`src/rtl/cvt_host_pkg.sv`:
```
package cvt_host_pkg;

   localparam int unsigned REG_W  = 8;
   localparam int unsigned ADDR_W = 2;
   localparam int unsigned CHAN_W = 3;

   // register addresses carried on the top two bus lines
   localparam logic [ADDR_W-1:0] ADDR_CTRL = 2'b00;
   localparam logic [ADDR_W-1:0] ADDR_AUX  = 2'b01;

   // readback target codes
   localparam logic [1:0] SEL_CTRL = 2'd0;
   localparam logic [1:0] SEL_AUX  = 2'd1;

   // auxiliary bits that are stored; the rest are reserved
   localparam logic [REG_W-1:0] AUX_KEEP = 8'b0100_1111;

   typedef struct packed {
      logic              soft_start;
      logic              status_level;
      logic              ext_clk;
      logic              pwr_down;
      logic              sweep;
      logic [CHAN_W-1:0] chan;
   } ctrl_reg_t;

   typedef struct packed {
      logic       rsv7;
      logic       fast_osc;
      logic       rsv5;
      logic       rsv4;
      logic       twos;
      logic       readback;
      logic [1:0] sel;
   } aux_reg_t;

endpackage

```
`src/rtl/cvt_strobe_sync.sv`:
```
module cvt_strobe_sync #(
   parameter int unsigned STAGES   = 2,
   parameter bit          IDLE_VAL = 1'b1
) (
   input  logic clk,
   input  logic rst_n,
   input  logic async_in,
   output logic level,
   output logic rise,
   output logic fall
);

   if (STAGES < 1) begin : g_bad_stages
      $error("cvt_strobe_sync: STAGES must be at least 1");
   end

   logic [STAGES-1:0] chain_q;
   logic              prev_q;

   if (STAGES == 1) begin : g_single
      always_ff @(posedge clk or negedge rst_n) begin
         if (!rst_n) chain_q <= IDLE_VAL;
         else        chain_q <= async_in;
      end
   end else begin : g_chain
      always_ff @(posedge clk or negedge rst_n) begin
         if (!rst_n) chain_q <= {STAGES{IDLE_VAL}};
         else        chain_q <= {chain_q[STAGES-2:0], async_in};
      end
   end

   always_ff @(posedge clk or negedge rst_n) begin
      if (!rst_n) prev_q <= IDLE_VAL;
      else        prev_q <= chain_q[STAGES-1];
   end

   assign level = chain_q[STAGES-1];
   assign rise  = level & ~prev_q;
   assign fall  = ~level & prev_q;

endmodule

```
`src/rtl/cvt_cfg_regs.sv`:
```
module cvt_cfg_regs
   import cvt_host_pkg::*;
(
   input  logic              clk,
   input  logic              rst_n,
   input  logic              wr_stb,
   input  logic [ADDR_W-1:0] wr_addr,
   input  logic [REG_W-1:0]  wr_data,
   input  logic              dflt_load,
   output ctrl_reg_t         ctrl_q,
   output aux_reg_t          aux_q
);

   logic hit_ctrl, hit_aux;

   assign hit_ctrl = wr_stb && (wr_addr == ADDR_CTRL);
   assign hit_aux  = wr_stb && (wr_addr == ADDR_AUX);

   always_ff @(posedge clk or negedge rst_n) begin
      if (!rst_n) begin
         ctrl_q <= '0;
         aux_q  <= '0;
      end else if (dflt_load) begin
         ctrl_q <= '0;
         aux_q  <= '0;
      end else begin
         if (hit_ctrl) ctrl_q <= ctrl_reg_t'(wr_data);
         if (hit_aux)  aux_q  <= aux_reg_t'(wr_data & AUX_KEEP);
      end
   end

endmodule

```
`src/rtl/cvt_read_port.sv`:
```
module cvt_read_port
   import cvt_host_pkg::*;
#(
   parameter int unsigned RES_W = 10
) (
   input  logic             clk,
   input  logic             rst_n,
   input  logic             rd_start,
   input  logic             rd_end,
   input  logic [RES_W-1:0] result,
   input  ctrl_reg_t        ctrl,
   input  aux_reg_t         aux,
   output logic [RES_W-1:0] dout,
   output logic             oe
);

   localparam int unsigned PAD_W = RES_W - REG_W;
   localparam logic [RES_W-1:0] MSB_FLIP = {1'b1, {(RES_W-1){1'b0}}};

   logic [RES_W-1:0] coded, reg_word, next_word;

   assign coded = aux.twos ? (result ^ MSB_FLIP) : result;

   always_comb begin
      case (aux.sel)
         SEL_CTRL: reg_word = {{PAD_W{1'b0}}, ctrl};
         SEL_AUX:  reg_word = {{PAD_W{1'b0}}, aux};
         default:  reg_word = '0;
      endcase
   end

   assign next_word = aux.readback ? reg_word : coded;

   always_ff @(posedge clk or negedge rst_n) begin
      if (!rst_n) begin
         dout <= '0;
         oe   <= 1'b0;
      end else if (rd_start) begin
         dout <= next_word;
         oe   <= 1'b1;
      end else if (rd_end) begin
         oe   <= 1'b0;
      end
   end

endmodule

```
`src/rtl/cvt_host_port.sv`:
```
module cvt_host_port
   import cvt_host_pkg::*;
#(
   parameter int unsigned RES_W       = 10,
   parameter int unsigned SYNC_STAGES = 2
) (
   input  logic              clk,
   input  logic              rst_n,
   input  logic              bus_cs_n,
   input  logic              bus_wr_n,
   input  logic              bus_rd_n,
   input  logic [RES_W-1:0]  bus_din,
   output logic [RES_W-1:0]  bus_dout,
   output logic              bus_oe,
   input  logic [RES_W-1:0]  conv_result,
   output logic              cfg_soft_start,
   output logic              cfg_status_level,
   output logic              cfg_ext_clk,
   output logic              cfg_pwr_down,
   output logic              cfg_sweep,
   output logic [CHAN_W-1:0] cfg_chan,
   output logic              cfg_fast_osc,
   output logic              cfg_twos,
   output logic              cfg_readback,
   output logic [1:0]        cfg_sel
);

   if (RES_W != REG_W + ADDR_W) begin : g_bad_width
      $error("cvt_host_port: RES_W must equal register width plus address width");
   end

   logic cs_level, cs_rise_unused, cs_fall_unused;
   logic wr_level, wr_rise, wr_fall_unused;
   logic rd_level_unused, rd_rise, rd_fall;
   logic wr_stb, rd_start, dflt_load;
   ctrl_reg_t ctrl_q;
   aux_reg_t  aux_q;

   cvt_strobe_sync #(.STAGES(SYNC_STAGES), .IDLE_VAL(1'b1)) u_cs_sync (
      .clk(clk), .rst_n(rst_n), .async_in(bus_cs_n),
      .level(cs_level), .rise(cs_rise_unused), .fall(cs_fall_unused));

   cvt_strobe_sync #(.STAGES(SYNC_STAGES), .IDLE_VAL(1'b1)) u_wr_sync (
      .clk(clk), .rst_n(rst_n), .async_in(bus_wr_n),
      .level(wr_level), .rise(wr_rise), .fall(wr_fall_unused));

   cvt_strobe_sync #(.STAGES(SYNC_STAGES), .IDLE_VAL(1'b1)) u_rd_sync (
      .clk(clk), .rst_n(rst_n), .async_in(bus_rd_n),
      .level(rd_level_unused), .rise(rd_rise), .fall(rd_fall));

   assign wr_stb    = wr_rise && !cs_level;
   assign rd_start  = rd_fall && !cs_level;
   assign dflt_load = rd_fall && !wr_level;

   cvt_cfg_regs u_regs (
      .clk(clk), .rst_n(rst_n),
      .wr_stb(wr_stb),
      .wr_addr(bus_din[RES_W-1 -: ADDR_W]),
      .wr_data(bus_din[REG_W-1:0]),
      .dflt_load(dflt_load),
      .ctrl_q(ctrl_q), .aux_q(aux_q));

   cvt_read_port #(.RES_W(RES_W)) u_read (
      .clk(clk), .rst_n(rst_n),
      .rd_start(rd_start), .rd_end(rd_rise),
      .result(conv_result), .ctrl(ctrl_q), .aux(aux_q),
      .dout(bus_dout), .oe(bus_oe));

   assign cfg_soft_start   = ctrl_q.soft_start;
   assign cfg_status_level = ctrl_q.status_level;
   assign cfg_ext_clk      = ctrl_q.ext_clk;
   assign cfg_pwr_down     = ctrl_q.pwr_down;
   assign cfg_sweep        = ctrl_q.sweep;
   assign cfg_chan         = ctrl_q.chan;
   assign cfg_fast_osc     = aux_q.fast_osc;
   assign cfg_twos         = aux_q.twos;
   assign cfg_readback     = aux_q.readback;
   assign cfg_sel          = aux_q.sel;

endmodule

```
`config.mk`:
```
export PLATFORM = sky130hd
export DESIGN_NAME = cvt_host_port
export DESIGN_NICKNAME = d
export VERILOG_FILES = /design/src/rtl/cvt_host_pkg.sv /design/src/rtl/cvt_strobe_sync.sv /design/src/rtl/cvt_cfg_regs.sv /design/src/rtl/cvt_read_port.sv /design/src/rtl/cvt_host_port.sv
export SDC_FILE = /design/constraint.sdc
export NUM_CORES = 1
export LEC_CHECK = 0
export BUFFER_PORTS_ARGS = -buffer_cell sky130_fd_sc_hd__buf_2
export CAP_MARGIN = 5
export CORE_UTILIZATION = 35
export CTS_CLUSTER_DIAMETER = 120
export DETAILED_ROUTE_END_ITERATION = 6
export GPL_TIMING_DRIVEN = 0
export SYNTH_ARGS = -nofsm -noshare
export SYNTH_HDL_FRONTEND = slang
export SYNTH_HIERARCHICAL = 1
export SYNTH_SLANG_ARGS = --single-unit
```
`constraint.sdc`:
```
create_clock -name clk -period 1.9 [get_ports clk]
set_input_delay 0.095 -clock clk [delete_from_list [all_inputs] [get_ports clk]]
set_output_delay 0.095 -clock clk [all_outputs]
set_load 0.01 [all_outputs]
```
## Word level (Yosys, flattened, before mapping)

Cells that the tools add are included.

- Multiplexer cells: 9
- Equality and inequality tests: 2
- Bitwise gates (word level): 7
- Reductions and logical operators: 12

Operators by type and width:

| kind | number |
|---|---|
| $mux W8 | 4 |
| $mux W10 | 2 |
| $pmux W8 S2 | 1 |
| $reduce_bool A2 Y1 | 3 |
| $logic_and A1 B1 Y1 | 5 |
| $eq A2 B1 Y1 const B | 2 |
| $logic_not A2 Y1 | 2 |
| $not A1 Y1 | 4 |
| $and A1 B1 Y1 | 3 |
| $logic_not A1 Y1 | 2 |
| $mux W1 | 2 |

- Word-level logic and storage cells: 50
- Flip-flop bits (word level): 35
- Output and inout port bits: 24

## Logic depth before layout (Yosys ltp)

Gate-level depths: netlist of the first run.

- Depth in word-level cells: 6
- Depth in mapped cells: 5

## By module

The synthesis of the first run kept the hierarchy.

Modules (own cells, without submodules):

| module | cells each | area an instance (µm²) | instances | sequential area each (µm²) |
|---|---|---|---|---|
| cvt_cfg_regs | 59 | 668.1 | 1 | 325.3 |
| cvt_read_port | 61 | 623.1 | 1 | 275.3 |
| cvt_strobe_sync | 5 | 93.8 | 3 | 78.8 |
| cvt_host_port | 3 | 21.3 | 1 | 0.0 |

## Least setup slack after synthesis of the first run

Ideal clock, no wire load.

- Path kind: register to register
- Start: register u_wr_sync.chain_q[1]
- End: register, netlist name u_regs/ctrl_q[2]
- Buffers on the path: 1
- Period minus slack after synthesis: 1.527 ns
- Arrival time: 1.404 ns
- Library setup time: 0.123 ns
- Cell stages (with the launch flop): 6
- Path slack: 0.373 ns
- Path through: dfstp_2 -> nor2b_1 -> nor2b_1 -> or3b_1 -> buf_2 -> mux2i_1

- Word-level cells in the longest chain between the ends: 4
- Elaborated cells between the ends (all ways): 7
- Those cells by class: mux: 1; bitwise: 1; reduce/logical: 5

RTL lines:

| element | RTL line | RTL |
|---|---|---|
| from (decl) | cvt_strobe_sync.sv:17 | `logic [STAGES-1:0] chain_q;` |
| from (signal assigned) | cvt_strobe_sync.sv:27 | `if (!rst_n) chain_q <= {STAGES{IDLE_VAL}};` |
| from (signal assigned) | cvt_strobe_sync.sv:28 | `else chain_q <= {chain_q[STAGES-2:0], async_in};` |
| $and A1 B1 Y1 | cvt_strobe_sync.sv:38 | `assign rise = level & ~prev_q;` |
| net wr_rise | cvt_host_port.sv:33 | `logic wr_level, wr_rise, wr_fall_unused;` |
| $logic_and A1 B1 Y1 | cvt_host_port.sv:51 | `assign wr_stb = wr_rise && !cs_level;` |
| net wr_stb | cvt_host_port.sv:35 | `logic wr_stb, rd_start, dflt_load;` |
| $logic_and A1 B1 Y1 | cvt_cfg_regs.sv:16 | `assign hit_ctrl = wr_stb && (wr_addr == ADDR_CTRL);` |
| $reduce_bool A2 Y1 (no source line) | - |  |

The timed path passes the listed nets, and every way through them passes these cells.
A chain may end at the register's enable or synchronous reset.

## Worst setup path in the final report of the first run

- Start: register u_wr_sync.chain_q[1]
- End: register, netlist name u_regs/ctrl_q[1]

- Word-level cells in the longest chain between the ends: 4
- Elaborated cells between the ends (all ways): 7
- Those cells by class: mux: 1; bitwise: 1; reduce/logical: 5

RTL lines:

| element | RTL line |
|---|---|
| $and A1 B1 Y1 | cvt_strobe_sync.sv:38 |
| net wr_rise | cvt_host_port.sv:33 |
| $logic_and A1 B1 Y1 | cvt_host_port.sv:51 |
| net wr_stb | cvt_host_port.sv:35 |
| $logic_and A1 B1 Y1 | cvt_cfg_regs.sv:16 |
| $reduce_bool A2 Y1 (no source line) | - |

The timed path passes the listed nets, and every way through them passes these cells.

==> out/results.txt, run 1 <==
outcome - completed
Syn Area/Cell - 11.5 sq um
final core utilization - 0.485
RSZ-0062 raised after global routing - false
synth warn - 6
placer congestion estimate - 0.737
f_max - 0.562 GHz
total of max-cap violations - 0
post-placement cell count - 234
Skew-Pair Late Insertion Delay - 280 ps
Crit-path slowest cell - dfstp_2
Cell Rows - 23
Setup crit end - u_regs/ctrl_q[1]
Post-DP Area - 0.00185 sq mm
crit path launch type - flip-flop
HP Class - primary input to flip-flop
peak supply drop - 0.000436 V
Worst R2R End - u_regs/ctrl_q[1]
global-route wire length before repair - 5070 microns
hold-critical path depth - 3
Post-layout nets - 220
Core Area - 0.00412 sq mm
drt drc - 0
Layout fillers - 397
drt first pass iters - 4
Die W - 68.4 microns
DR iter-0 viols - 47
final hold vios - 0
post-route ant nets - 0
Finished Layout Cells - 246
fin crit period - 1780 ps
# setup viols final - 0
Num CTS Buffers - 5
Post-CTS Repair Setup Buffers - 0
CTS tree - built
worst-case reg-to-reg path depth - 4
most frequent cells in the layout - buf_2 (51), dfrtp_1 (24), nand2b_1 (23), mux2i_1 (14)
worst-path fanout max - 5
Critical Path Source - u_wr_sync/chain_q[1]
P_leak - 0.978 nW
critical-path cell list - nor2b_1, nor2b_1, nor3b_2, mux2i_1
Max-slew headroom - 0.538
GRT Total Usage - 0.154
ant diodes - 0
Bufs on Longest Clock Path - 2
CP arrival - 1980 ps
Setup CP Type - flip-flop to flip-flop
post-route cell area - 0.00199 sq mm
die height - 68.4 microns
hpwl dp - 2420 microns
power per cell area - 864 mW/mm^2
slew at the pin closest to its max-slew limit - 692 ps
clock skew - 3.94 ps
Mapped Area - 0.00154 sq mm
die area - 0.00468 sq mm
vias per cell - 4.57
starting density of the core - 0.375
Cells after Synth - 134
clock sink total - 32
CTS Root Buffer Type - clkbuf_8
FF-to-FF Start - u_wr_sync/chain_q[1]
Worst-path clk slew - 60 ps
Final Slew Violations - 0
grt ovf - 0
vias - 1,125
wire length per cell - 12.9 microns
H-tree depth - 2
vias in the first global route - 1,145
Final TNS setup - 0 ps
num ports - 49
CP endpoint kind - flip-flop
Area Growth Syn to Fin - 29.2%
WL final - 3170 microns
ratio of cells with drive above 1 in the final layout - 0.439
Port-buffer cells - 48
Final period util - 0.936
pin count of the biggest net entering global routing - 33
slowest stage delay, CP - 540 ps
CP required - 2100 ps
most common cell after layout, fill and taps aside - buf_2
initial antenna violation count - 0
FF-to-FF setup slack - 120 ps
Top cell by count, worst path - nor2b_1
-- metrics by stage --
stage / setup slack (ps) / hold slack [ps] / total power (W)
floorplan: 381 / -201 / 0.00102
global placement: 166 / 165 / 0.00116
detailed placement: 134 / 186 / 0.00117
CTS: 111 / 58.5 / 0.00175
global route: 2.36 / 68.9 / 0.00182
finish: 122 / 69.6 / 0.00172
-- critical path, delay by kind of cell, from the launching register on --
kind | cells | cell delay, ps
simple gates | 3 | 910
flops | 1 | 540
mux | 1 | 250
-- state kept, by name, indices dropped and copies added, names as in the netlist --
name	cells
u_regs/ctrl_q	8
u_regs/aux_q	5
u_wr_sync/prev_q	1
u_read/dout	10
u_cs_sync/chain_q	2
u_rd_sync/chain_q	2
u_read/oe	1
u_wr_sync/chain_q	2
u_rd_sync/prev_q	1
-- cell type report --
class	instances	area, sq um	area share
Sequential cell	32	811	0.407
Clock buffer	8	100	0.0502
Tap cell	50	62.6	0.0314
Multi-Input combinational cell	91	669	0.336
Inverter	2	7.51	0.00376
Timing Repair Buffer	52	280	0.141
Buffer	11	63.8	0.0320
-- per-layer routing --
layer / track usage / routed length (microns) / vias to the layer above
met1: 0.174 / 1410 / 522
met4: 0.0938 / 77 / 0
li1: - / - / 557
met2: 0.259 / 1480 / 41
met5: 0 / 0 / -
met3: 0.0400 / 198 / 5
-- worst min-delay path by stage --
stage | slack [ps] | start | endpoint
after floorplan | -200 | rst_n | u_read/dout[0]
after global placement | 160 | rst_n | u_read/dout[6]
after detailed placement | 190 | rst_n | u_read/dout[6]
after CTS | 60 | conv_result[8] | u_read/dout[8]
after global routing | 70 | conv_result[8] | u_read/dout[8]
final | 70 | conv_result[8] | u_read/dout[8]
-- what timing repair did --
action / in CTS / in global routing
hold buffers: 4 / 0
setup endpoints to repair: 0 / 0
resized for setup: 0 / 0
hold endpoints to repair: 27 / 0
-- where the power goes --
| group | switching, W | total, W | internal (W) |
|---|---|---|---|
| sequential | 0.0000497 | 0.000820 | 0.000771 |
| clock | 0.000231 | 0.000561 | 0.000330 |
| combinational | 0.000171 | 0.000341 | 0.000170 |
| total | 0.000452 | 0.00172 | 0.00127 |
Note: power is estimated with default switching activity, not from simulation.
==> inputs of run 2 (changes only) <==
--- a/config.mk
+++ b/config.mk
@@ -7,6 +7,7 @@
 export LEC_CHECK = 0
 export BUFFER_PORTS_ARGS = -buffer_cell sky130_fd_sc_hd__buf_2
 export CAP_MARGIN = 5
+export CORE_MARGIN = 10
 export CORE_UTILIZATION = 35
 export CTS_CLUSTER_DIAMETER = 120
 export DETAILED_ROUTE_END_ITERATION = 6
==> out/results.txt, run 2 (synthesized netlist as in run 1, its figures left out) <==
total of max-cap violations - 0 (unchanged)
crit path launch type - flip-flop
WL final - 3520 microns (+11%)
vias in the first global route - 1,229 (+7.3%)
vias per cell - 4.48 (-2.0%)
die height - 86.4 microns (+26%)
wire length per cell - 14.2 microns (+10%)
P_leak - 0.976 nW (-0.20%)
Final TNS setup - 0 ps (unchanged)
CP arrival - 1840 ps (-140 ps)
Area Growth Syn to Fin - 29.1% (about the same)
pin count of the biggest net entering global routing - 33 (unchanged)
clock skew - 6.83 ps (+2.89 ps)
Top reg by flops - u_read/dout
grt ovf - 0 (unchanged)
# setup viols final - 0 (unchanged)
final core utilization - 0.461 (-0.0237)
ratio of cells with drive above 1 in the final layout - 0.434 (-0.00510)
Setup CP Type - flip-flop to flip-flop
most frequent cells in the layout - buf_2 (51), dfrtp_1 (24), nand2b_1 (23), mux2i_1 (14)
worst-path fanout max - 4 (-1)
drt first pass iters - 4 (unchanged)
biggest regs - u_read/dout x10, u_regs/ctrl_q x8, u_regs/aux_q x5
Core Area - 0.00432 sq mm (+5.1%)
global-route wire length before repair - 5860 microns (+16%)
Layout fillers - 446 (+12%)
Max-slew headroom - 0.540 (+0.00109)
Post-layout nets - 220 (unchanged)
Die W - 86.4 microns (+26%)
f_max - 0.594 GHz (+5.6%)
num ports - 49 (unchanged)
post-placement cell count - 236 (+0.85%)
RSZ-0062 raised after global routing - false
hpwl dp - 2870 microns (+19%)
CTS Root Buffer Type - clkbuf_8
Port-buffer cells - 48 (unchanged)
Num CTS Buffers - 5 (unchanged)
Skew-Pair Late Insertion Delay - 270 ps (about the same)
post-route ant nets - 0 (unchanged)
slew at the pin closest to its max-slew limit - 691 ps (-1.64 ps)
initial antenna violation count - 0 (unchanged)
DR iter-0 viols - 52 (+11%)
drt drc - 0 (unchanged)
Post-CTS Repair Setup Buffers - 0 (unchanged)
clock sink total - 32 (unchanged)
ant diodes - 0 (unchanged)
vias - 1,111 (-1.2%)
peak supply drop - 0.000400 V (-8.3%)
starting density of the core - 0.357 (-0.0181)
H-tree depth - 2 (unchanged)
Cell Rows - 24 (+4.3%)
CP required - 2060 ps (-40 ps)
final hold vios - 0 (unchanged)
power per cell area - 844 mW/mm^2 (-2.3%)
FF/Latch Area - 811 sq um (unchanged)
area of the multi-input gates - 676 sq um (+0.93%)
Final period util - 0.886 (-0.0497)
fin crit period - 1680 ps (-94.5 ps)
die area - 0.00747 sq mm (+60%)
CP endpoint kind - flip-flop
most common cell after layout, fill and taps aside - buf_2
Bufs on Longest Clock Path - 2 (unchanged)
HP Class - primary input to flip-flop
Finished Layout Cells - 248 (+0.81%)
CTS tree - built
max reg flops - 10 (unchanged)
GRT Total Usage - 0.0979 (-0.0565)
outcome - completed
Final Slew Violations - 0 (unchanged)
placer congestion estimate - 0.769 (+4.3%)
Worst-path clk slew - 60 ps (about the same)
run 2: cell counts in the layout (fill, tap and decap cells not counted):
Identical to the previous run, type by type.
run 2: final cells by class:
cell class              count  share of cell area
plain buffers              11              0.0320
clock buffers               8              0.0452
inverters                   2             0.00377
multi-input cells          91               0.339
flip-flops and latches     32               0.407
well taps                  52              0.0326
repair buffers             52               0.141
run 2: power by group:
group	internal [W]	leakage, nW	switching (W)
logic	0.000171	0.545	0.000178
clock network	0.000295	0.0455	0.000219
registers	0.000771	0.386	0.0000493
total	0.00124	0.976	0.000446
run 2: critical path, cell delays in order (launching register included):
cell     delay [ps]
dfstp_2         540
nor2b_1         120
nor2b_1         260
or3b_1          370
buf_2           160
mux2i_1         120
run 2: metal layers:
metal  up-vias  global-route usage  part of all wire
met5         -                   0                 0
met4         0              0.0221                 0
met3         0              0.0450             0.073
met2        34               0.169              0.52
met1       518               0.107              0.41
li1        559                   -                 -
run 2: timing repair:
item	in CTS	in global routing
endpoints found under the hold margin	27	0
endpoints found under the setup margin	0	4
hold buffers	4	0
gates resized for setup	0	1
run 2: path summary, 6_finish.rpt:
check                                     startpoint                    to  slack (ps)  cells past startpoint
worst min register to register  u_rd_sync/chain_q[0]  u_rd_sync/chain_q[1]         350                      0
worst max register to register  u_wr_sync/chain_q[1]      u_regs/ctrl_q[6]         220                      5
worst max-delay path            u_wr_sync/chain_q[1]      u_regs/ctrl_q[6]         220                      5
worst min-delay path                      bus_din[5]      u_regs/ctrl_q[5]          80                      3
min in group asynchronous                      rst_n             u_read/oe         400                      2
max in group asynchronous                      rst_n        u_read/dout[2]        1050                      2
run 2: stage by stage:
| step | cell area [sq um] | setup WS (ps) | hold slack [ps] | total power (W) |
|---|---|---|---|---|
| 6_report | 1990 | 216 | 79.6 | 0.00168 |
| 3_5_place_dp | 1860 | 142 | 178 | 0.00119 |
| 3_3_place_gp | 1860 | 165 | 174 | 0.00117 |
| 5_1_grt | 1990 | 34.7 | 75.0 | 0.00179 |
| 4_1_cts | 1990 | 120 | 66.4 | 0.00172 |
| 2_1_floorplan | 1550 | 381 | -201 | 0.00102 |
